File: src/rtl/scl_gen_pkg.sv
package scl_gen_pkg;

    typedef enum logic [1:0] {
        PH_IDLE    = 2'd0,
        PH_LOW     = 2'd1,
        PH_HIGH    = 2'd2,
        PH_STRETCH = 2'd3
    } scl_ph_e;

    localparam int unsigned REG_W = 32;

endpackage

File: src/rtl/scl_field_decode.sv
module scl_field_decode
    import scl_gen_pkg::*;
#(
    parameter int unsigned DIV_W      = 12,
    parameter int unsigned LOW_W      = 12,
    parameter int unsigned DIV_LO_W   = 10,
    parameter int unsigned DIV_LO_POS = 12,
    parameter int unsigned DIV_HI_POS = 28,
    parameter int unsigned LOW_POS    = 16,
    parameter int unsigned SPLIT_POS  = 28
) (
    input  logic                clk,
    input  logic                rst_n,
    input  logic [REG_W-1:0]    ctrl_word,
    input  logic [REG_W-1:0]    addr_word,
    output logic [DIV_W-1:0]    div_eff,
    output logic [LOW_W-1:0]    low_eff,
    output logic                split_mode
);
    localparam int unsigned DIV_HI_W = DIV_W - DIV_LO_W;

    logic [DIV_W-1:0] raw_div;
    logic [LOW_W-1:0] raw_low;
    logic             unused_fields;

    // The divider is assembled from two separate fields of the control word.
    assign raw_div = {ctrl_word[DIV_HI_POS +: DIV_HI_W], ctrl_word[DIV_LO_POS +: DIV_LO_W]};
    assign raw_low = addr_word[LOW_POS +: LOW_W];

    always_comb begin
        div_eff    = (raw_div == '0) ? {{(DIV_W-1){1'b0}}, 1'b1} : raw_div;
        low_eff    = (raw_low == '0) ? {{(LOW_W-1){1'b0}}, 1'b1} : raw_low;
        split_mode = addr_word[SPLIT_POS];
    end

    // The filter fields and all other bits are ignored on purpose.
    assign unused_fields = ^{ctrl_word, addr_word};

    // the decoded counts are never zero
    a_r5_nonzero_counts: assert property (@(posedge clk) disable iff (!rst_n)
        (div_eff != '0) && (low_eff != '0));

endmodule

File: src/rtl/scl_phase_len.sv
module scl_phase_len #(
    parameter int unsigned DIV_W      = 12,
    parameter int unsigned LOW_W      = 12,
    parameter int unsigned FILTER_DLY = 15,
    parameter int unsigned CNT_W      = DIV_W + 2
) (
    input  logic [DIV_W-1:0] div_eff,
    input  logic [LOW_W-1:0] low_eff,
    input  logic             split_mode,
    output logic [CNT_W-1:0] low_len,
    output logic [CNT_W-1:0] high_len,
    output logic [CNT_W-1:0] drive_pt,
    output logic [CNT_W-1:0] stop_pt,
    output logic [CNT_W-1:0] sample_pt,
    output logic [CNT_W-1:0] start_pt
);
    localparam int unsigned LOW_ADD  = FILTER_DLY / 2;
    localparam int unsigned HIGH_ADD = FILTER_DLY - LOW_ADD;

    logic [CNT_W-1:0] d_ext;
    logic [CNT_W-1:0] l_ext;
    logic [CNT_W-1:0] sym_low;
    logic [CNT_W-1:0] sym_high;
    logic [CNT_W-1:0] spl_low;
    logic [CNT_W-1:0] spl_high;
    logic [CNT_W+1:0] three_h;

    assign d_ext = CNT_W'(div_eff);
    assign l_ext = CNT_W'(low_eff);

    // Symmetric scheme: the 15-cycle allowance is shared between the two phases.
    assign sym_low  = (d_ext << 1) + CNT_W'(LOW_ADD);
    assign sym_high = (d_ext << 1) + CNT_W'(HIGH_ADD);
    // Split scheme: the allowance goes to the high phase only.
    assign spl_high = d_ext + CNT_W'(FILTER_DLY);
    assign spl_low  = l_ext;

    always_comb begin
        low_len  = split_mode ? spl_low  : sym_low;
        high_len = split_mode ? spl_high : sym_high;
    end

    assign three_h   = ({2'b00, high_len} << 1) + {2'b00, high_len};
    assign drive_pt  = low_len  >> 1;
    assign sample_pt = high_len >> 1;
    assign stop_pt   = high_len >> 2;
    assign start_pt  = three_h[CNT_W+1:2];

endmodule

File: src/rtl/scl_phase_fsm.sv
module scl_phase_fsm
    import scl_gen_pkg::*;
#(
    parameter int unsigned CNT_W = 14
) (
    input  logic             clk,
    input  logic             rst_n,
    input  logic             run,
    input  logic             scl_in,
    input  logic [CNT_W-1:0] low_len,
    input  logic [CNT_W-1:0] high_len,
    input  logic [CNT_W-1:0] drive_pt,
    input  logic [CNT_W-1:0] stop_pt,
    input  logic [CNT_W-1:0] sample_pt,
    input  logic [CNT_W-1:0] start_pt,
    output logic             scl_out,
    output logic             drive_stb,
    output logic             sample_stb,
    output logic             start_setup_stb,
    output logic             stop_setup_stb
);
    scl_ph_e          st_q, st_d;
    logic [CNT_W-1:0] cnt_q, cnt_d;
    logic             low_end;
    logic             high_end;
    logic             high_live;

    assign low_end   = (cnt_q >= low_len  - CNT_W'(1));
    assign high_end  = (cnt_q >= high_len - CNT_W'(1));
    assign high_live = ((st_q == PH_HIGH) || (st_q == PH_STRETCH)) && scl_in;

    // State register
    always_ff @(posedge clk) begin
        if (!rst_n) begin
            st_q  <= PH_IDLE;
            cnt_q <= '0;
        end else begin
            st_q  <= st_d;
            cnt_q <= cnt_d;
        end
    end

    // Next-state logic
    always_comb begin
        st_d  = st_q;
        cnt_d = cnt_q;
        if (!run) begin
            st_d  = PH_IDLE;
            cnt_d = '0;
        end else begin
            unique case (st_q)
                PH_IDLE: begin
                    st_d  = PH_LOW;
                    cnt_d = '0;
                end
                PH_LOW: begin
                    if (low_end) begin
                        st_d  = PH_HIGH;
                        cnt_d = '0;
                    end else begin
                        cnt_d = cnt_q + CNT_W'(1);
                    end
                end
                PH_HIGH, PH_STRETCH: begin
                    if (!scl_in) begin
                        st_d = PH_STRETCH;
                    end else if (high_end) begin
                        st_d  = PH_LOW;
                        cnt_d = '0;
                    end else begin
                        st_d  = PH_HIGH;
                        cnt_d = cnt_q + CNT_W'(1);
                    end
                end
                default: begin
                    st_d  = PH_IDLE;
                    cnt_d = '0;
                end
            endcase
        end
    end

    // Outputs
    always_comb begin
        scl_out         = 1'b1;
        drive_stb       = 1'b0;
        sample_stb      = 1'b0;
        start_setup_stb = 1'b0;
        stop_setup_stb  = 1'b0;
        unique case (st_q)
            PH_IDLE: ;
            PH_LOW: begin
                scl_out   = 1'b0;
                drive_stb = (cnt_q == drive_pt);
            end
            PH_HIGH, PH_STRETCH: begin
                stop_setup_stb  = high_live && (cnt_q == stop_pt);
                sample_stb      = high_live && (cnt_q == sample_pt);
                start_setup_stb = high_live && (cnt_q == start_pt);
            end
            default: ;
        endcase
    end

    // dropping run returns the block to idle
    a_r1_idle_on_stop: assert property (@(posedge clk) disable iff (!rst_n)
        !run |=> (scl_out && !drive_stb && !sample_stb && !start_setup_stb && !stop_setup_stb));

    // run in idle starts a low phase on the next cycle
    a_r10_start_low: assert property (@(posedge clk) disable iff (!rst_n)
        (st_q == PH_IDLE && run) |=> (st_q == PH_LOW && cnt_q == '0));

    // the data-change strobe only occurs while SCL is driven low
    a_r6_drive_in_low: assert property (@(posedge clk) disable iff (!rst_n)
        drive_stb |-> !scl_out);

    // the high-phase strobes need a released and high line; never two at once
    a_r7_high_strobes: assert property (@(posedge clk) disable iff (!rst_n)
        (sample_stb || start_setup_stb || stop_setup_stb) |-> (scl_out && scl_in));
    a_r7_one_strobe: assert property (@(posedge clk) disable iff (!rst_n)
        $onehot0({drive_stb, sample_stb, start_setup_stb, stop_setup_stb}));

    // a held-low line freezes the high count and keeps SCL released
    a_r8_stretch_hold: assert property (@(posedge clk) disable iff (!rst_n)
        (run && (st_q == PH_HIGH || st_q == PH_STRETCH) && !scl_in)
            |=> ($stable(cnt_q) && scl_out));

endmodule

File: src/rtl/scl_timing_gen.sv
module scl_timing_gen #(
    parameter int unsigned DIV_W      = 12,
    parameter int unsigned LOW_W      = 12,
    parameter int unsigned FILTER_DLY = 15
) (
    input  logic        clk,
    input  logic        rst_n,
    input  logic        run,
    input  logic [31:0] ctrl_word,
    input  logic [31:0] addr_word,
    input  logic        scl_in,
    output logic        scl_out,
    output logic        drive_stb,
    output logic        sample_stb,
    output logic        start_setup_stb,
    output logic        stop_setup_stb
);
    localparam int unsigned CNT_W = ((DIV_W > LOW_W) ? DIV_W : LOW_W) + 2;

    logic [DIV_W-1:0] div_eff;
    logic [LOW_W-1:0] low_eff;
    logic             split_mode;
    logic [CNT_W-1:0] low_len, high_len;
    logic [CNT_W-1:0] drive_pt, stop_pt, sample_pt, start_pt;

    scl_field_decode #(
        .DIV_W (DIV_W),
        .LOW_W (LOW_W)
    ) u_decode (
        .clk        (clk),
        .rst_n      (rst_n),
        .ctrl_word  (ctrl_word),
        .addr_word  (addr_word),
        .div_eff    (div_eff),
        .low_eff    (low_eff),
        .split_mode (split_mode)
    );

    scl_phase_len #(
        .DIV_W      (DIV_W),
        .LOW_W      (LOW_W),
        .FILTER_DLY (FILTER_DLY),
        .CNT_W      (CNT_W)
    ) u_len (
        .div_eff    (div_eff),
        .low_eff    (low_eff),
        .split_mode (split_mode),
        .low_len    (low_len),
        .high_len   (high_len),
        .drive_pt   (drive_pt),
        .stop_pt    (stop_pt),
        .sample_pt  (sample_pt),
        .start_pt   (start_pt)
    );

    scl_phase_fsm #(
        .CNT_W (CNT_W)
    ) u_fsm (
        .clk             (clk),
        .rst_n           (rst_n),
        .run             (run),
        .scl_in          (scl_in),
        .low_len         (low_len),
        .high_len        (high_len),
        .drive_pt        (drive_pt),
        .stop_pt         (stop_pt),
        .sample_pt       (sample_pt),
        .start_pt        (start_pt),
        .scl_out         (scl_out),
        .drive_stb       (drive_stb),
        .sample_stb      (sample_stb),
        .start_setup_stb (start_setup_stb),
        .stop_setup_stb  (stop_setup_stb)
    );

endmodule

File: config.mk
export PLATFORM = sky130hd
export DESIGN_NAME = scl_timing_gen
export DESIGN_NICKNAME = d
export VERILOG_FILES = /design/src/rtl/scl_gen_pkg.sv /design/src/rtl/scl_field_decode.sv /design/src/rtl/scl_phase_len.sv /design/src/rtl/scl_phase_fsm.sv /design/src/rtl/scl_timing_gen.sv
export SDC_FILE = /design/constraint.sdc
export NUM_CORES = 1
export LEC_CHECK = 0
export ABC_AREA = 1
export ABC_CLOCK_PERIOD_IN_PS = 11100
export BUFFER_PORTS_ARGS = -buffer_cell sky130_fd_sc_hd__buf_2
export CORE_ASPECT_RATIO = 0.75
export CORE_MARGIN = 2
export CORE_UTILIZATION = 45
export CTS_BUF_LIST = sky130_fd_sc_hd__clkbuf_4
export DETAILED_ROUTE_END_ITERATION = 12
export GPL_TIMING_DRIVEN = 0
export PLACE_DENSITY = 0.65
export SYNTH_ARGS = -nofsm -noshare
export SYNTH_HDL_FRONTEND = slang
export SYNTH_SLANG_ARGS = --single-unit
File: constraint.sdc
create_clock -name clk -period 11.1 [get_ports clk]
set_input_delay 0 -clock clk [delete_from_list [all_inputs] [get_ports clk]]
set_output_delay 0 -clock clk [all_outputs]
set_load 0.02 [all_outputs]
# Word-level counts from Yosys, hierarchy flattened
# Index checks and enable logic that the tools add are counted.
# word_totals
output_inout_bits,5
register_bits,16
input_bits,68
# op_classes
n_lt_le_gt_ge,2
muxes,17
eq_ne,9
n_reduce_logical,10
addsub,7
# ops
operator,count
$mux W14,5
$pmux W14 S3,1
$eq A14 B13 Y1,2
$ge A14 B14 Y1,2
$sub A14 B1 Y14 const B,2
$logic_not A12 Y1,2
$mux W12,2
$add A15 B14 Y16,1
$add A13 B3 Y14 const B,1
$add A13 B4 Y14 const B,1
$add A14 B1 Y14 const B,1
$eq A14 B12 Y1,1
$eq A14 B14 Y1,1
$add A12 B4 Y13 const B,1
$mux W2,3
$pmux W2 S3,1
$mux W1,5
$eq A2 B2 Y1 const B,2
$logic_and A1 B1 Y1,4
$eq A2 B1 Y1 const B,1
$logic_not A2 Y1,1
$ne A2 B1 Y1 const B,1
$ne A2 B2 Y1 const B,1
$reduce_and A2 Y1,1
2 further kinds,2

# Longest topological paths before layout
# depth
depth_word,9
ltp_mapped,34
mapped_depth_nobuf,33

# Modules after synthesis
# A second synthesis with hierarchy kept.
# hier_totals
hier_cells,889
area_unflattened_um2,5118.7
# by_module_without_submodules
mod,seq_area_each_um2,cells_per_inst,n_inst,area_each_um2
scl_phase_fsm,320.3,443,1,2830.2
scl_phase_len,0.0,397,1,2095.8
scl_field_decode,0.0,49,1,192.7

# Worst setup path after synthesis
# Ideal clock, no wire load.
# synth_path
path_type,input to register
startpoint,in ctrl_word[14]
endpoint,reg u_fsm.cnt_q[5]
slack_ns,7.232
n_path_buf,1
setup_time_ns,0.070
required_ns,11.030
path_stages,33
arrival_ns,3.798
path_cell_list,inv_2 > ha_1 > nand2_2 > nor2_4 > nand2_4 > nand2_4 > inv_1 > ha_1 > inv_2 > nand2_1 > nand2_1 > nand2_1 > nor2_1 > nor3_2 > inv_1 > nand2_2 > inv_1 > ha_1 > nand2_1 > inv_1 > nand4_1 > o21ai_0 > xor2_1 > ha_1 > nand2_1 > nor2_1 > nand2_1 > o211a_1 > nand3_1 > o21ai_1 > buf_2 > nand4_1 > a21oi_1
# synth_via
elab_chain_cells,9
elab_cells_between_ends,15
cone_classes,add/sub (5); order compare (2); mux (7); reduce/logical (1)
# synth_lines
element,line_no,source
from (decl),scl_timing_gen.sv:9,"input logic [31:0] ctrl_word,"
$logic_not A12 Y1,scl_field_decode.sv:31,"div_eff = (raw_div == '0) ? {{(DIV_W-1){1'b0}}, 1'b1} : raw_div;"
$mux W12 *,scl_field_decode.sv:31,
$add A13 B4 Y14 / $add A12 B4 Y13 (equally long branches),"scl_phase_len.sv:33, scl_phase_len.sv:35",
$mux W14,scl_phase_len.sv:40,high_len = split_mode ? spl_high : sym_high;
$sub A14 B1 Y14,scl_phase_fsm.sv:29,assign high_end = (cnt_q >= high_len - CNT_W'(1));
$ge A14 B14 Y1,scl_phase_fsm.sv:29,
$mux W14,scl_phase_fsm.sv:67,end else if (high_end) begin
$mux W14,scl_phase_fsm.sv:65,if (!scl_in) begin
$pmux W14 S3 *,scl_phase_fsm.sv:51,unique case (st_q)
to (signal assigned),scl_phase_fsm.sv:39,cnt_q <= cnt_d;
to (decl),scl_phase_fsm.sv:23,"logic [CNT_W-1:0] cnt_q, cnt_d;"
# Every way passes the cells marked *; elsewhere a longest branch is shown, timed or not. The select of a mux whose other input is x is not followed.
# A chain may end at the register's enable or synchronous reset.

# Final worst setup path
# Same ends and word-level chain as after synthesis.

==> flow_summary.json <==
{
  "cts_tree": "built",
  "synthArstFlopShare_pct": 0,
  "die_w_um": 125,
  "post-cts-setup-buffer-count": 0,
  "arrival_ns": 5.10,
  "viasPerCell": 5.41,
  "finalCritPeriodShare_pct": 44.0,
  "max_cap_viol_count": 0,
  "core-area_um2": 10800,
  "regToRegSetupSlack_ns": 8.58,
  "finalSetupTns_ns": 0,
  "wl_um": 16500,
  "worstReg2RegEnd": "u_fsm.cnt_q[5]",
  "tightest_slew_ns": 0.650,
  "cts_buffer_depth": 2,
  "setup-violations-final": 0,
  "grt_antenna_before_repair": 0,
  "grt_max_degree": 11,
  "grtUsageTotal_pct": 28.4,
  "cts_hold_buf": 0,
  "hpwl_um": 13500,
  "synth-seq-area-share_pct": 6.49,
  "critPathLaunchType": "input port",
  "hold_start": "scl_in",
  "synthCells": 847,
  "ios": 73,
  "nNetsFinal": 1015,
  "place_congestion": 0.974,
  "crit_fanout": 10,
  "drt-initial-drc-count": 598,
  "reg2reg_from": "u_fsm.cnt_q[0]",
  "insertion_delay_ns": 0.29,
  "synth_cell_type_count": 47,
  "fmax_mhz": 205,
  "synth.top_cell.area_share_pct": 18.2,
  "critPathSlowestCell": "o21ai_1",
  "slew_headroom_pct": 56.7,
  "run_status": "finished, final reports clean",
  "grt_pass1_vias": 5056,
  "syn_avg_cell_area_um2": 5.83,
  "rr_worst_depth": 12,
  "cts_made_buffers": 3,
  "cts-root-buf": "clkbuf_4",
  "critPathMostFrequentCell": "nand2_1",
  "synthTopCellsByArea": "nand2_1, ha_1, nand3_1, inv_1, dfxtp_1",
  "htreeDepth": 1,
  "rsz0062_at_grt": "false",
  "n_antenna_cell": 0,
  "grt_pass1_wl_um": 26700,
  "drtAntennaViolNets": 0,
  "post-route-min-period_ns": 4.88,
  "synth_top_area_cell": "nand2_1",
  "post_drt_wl_per_cell_um": 16.1,
  "dr.pass1.iters": 5,
  "min_path_type": "input port to flop",
  "skew_ns": 0.00744,
  "drv_slew": 0,
  "worstSetupEndpointType": "flop",
  "die_area_um2": 11800,
  "initial_core_util_pct": 45.6,
  "grt_overflow": 0,
  "hold_violations": 0,
  "synth-edff-count": 0,
  "drive_above_1_share_pct": 14.6,
  "area_growth_pct": 7.33,
  "drc": 0,
  "vias": 5532,
  "layout.cells.most_common_list": "nand2_1, inv_1, nor2_1",
  "clock_sinks": 16,
  "ys_seq_elements": 16,
  "cp_slowest_stage_delay_ns": 0.39,
  "cts_resized": 0,
  "path_clk_slew_ns": 0.10,
  "ys_warn_count": 0,
  "p_per_area_nw_per_um2": 54.5,
  "synthesis.area_um2": 4930,
  "critical_path_required_ns": 11.32,
  "port-buffer-count": 32,
  "max-vdd-ir-drop_uv": 64.6,
  "synth_ff_type": "dfxtp_1",
  "p_leak_uw": 0.00266,
  "fp-row-count": 33,
  "min_delay_path_depth": 4,
  "crit_type": "input port to flop",
  "synth_nets": 978,
  "layout_commonest_cell": "nand2_1",
  "die_height_um": 94.7,
  "hold_slack_ns": 0.0655,
  "worst_hold_path.endpoint": "u_fsm.st_q[1]"
}
==> synthesized netlist by cell type, types with 3 or more instances <==
cell type  instances
inv_1             89
inv_2             15
nor2_1            80
nor4_1             4
clkbuf_1           8
o21ai_1            5
nand3_2            6
o21ai_0           24
nand4_1           22
dfxtp_1           16
xor2_1            36
o211ai_1           7
nand2_4            3
o21ai_2            5
a21oi_1           50
nand3_1           75
or2_2              4
nor2_2            10
nor2_4             5
xnor2_1           13
nor3_1             6
ha_1              62
nand2_2           21
buf_2             12
nand3b_1           4
nand2_1          239
nor3_2             3
==> per-layer routing <==
layer	wire, µm	GRT usage [%]
met1	8430	44.2
met2	6330	42.0
met3	1560	3.74
met4	177	4.35
met5	0	0
==> worst max-delay path, delay by kind of cell <==
| kind | cells | cell delay, ns |
|---|---|---|
| compound gates | 4 | 0.90 |
| xor+xnor | 1 | 0.20 |
| fa+ha+maj | 4 | 1.01 |
| buf+inv | 8 | 1.19 |
| simple gates | 17 | 1.76 |
==> state kept, by name, summed over array words and instances, names as in the netlist <==
register / flops
u_fsm.st_q: 2
u_fsm.cnt_q: 14
==> metrics by stage <==
| step | worst slack (ns) | std cells | cell area (µm²) | utilization (%) | total power, µW |
|---|---|---|---|---|---|
| 6_report | 6.22 | 1023 | 5300 | 49.0 | 288 |
| 5_1_grt | 5.68 | 1023 | 5300 | 49.0 | 318 |
| 4_1_cts | 6.27 | 1023 | 5300 | 49.0 | 287 |
| 3_5_place_dp | 5.96 | 1019 | 5270 | 48.7 | 254 |
| 3_3_place_gp | 5.93 | 1019 | 5270 | 48.7 | 253 |
| 2_1_floorplan | 7.23 | 847 | 4930 | - | 208 |
==> power breakdown <==
group	switching [µW]	internal [µW]
Sequential	0.149	57.8
Combinational	129	68.6
Clock	19.3	13.1
Total	149	139
==> worst max path at each step <==
stage	start	end	slack (ns)	cells after the start
after floorplan	ctrl_word[14]	u_fsm.cnt_q[5]	7.23	33
after global placement	ctrl_word[14]	u_fsm.cnt_q[5]	5.93	34
after detailed placement	ctrl_word[14]	u_fsm.cnt_q[5]	5.96	34
after CTS	ctrl_word[14]	u_fsm.cnt_q[5]	6.27	34
after global routing	ctrl_word[14]	u_fsm.cnt_q[5]	5.68	35
final	ctrl_word[14]	u_fsm.cnt_q[5]	6.22	34
==> logic make-up (layout without fill, tap and decap cells) <==
family          Yosys count  count (layout)  synth area share, %
buf+inv                 126             162                 10.2
xor+xnor                 50              50                 9.03
compound gates          103             103                 12.2
simple gates            489             489                 46.0
fa+ha+maj                63              63                 16.1
flops                    16              16                 6.49
==> area by class of cell <==
type / count / area [µm²]
clock inverters: 1 / 3.75
inverters: 104 / 390
flip-flops and latches: 16 / 320
fillers: 1214 / 5520
plain buffers: 22 / 113
well taps: 140 / 175
repair buffers: 32 / 160
multi-input cells: 705 / 4110
clock buffers: 3 / 22.5
(Power assumes the default switching activity.)
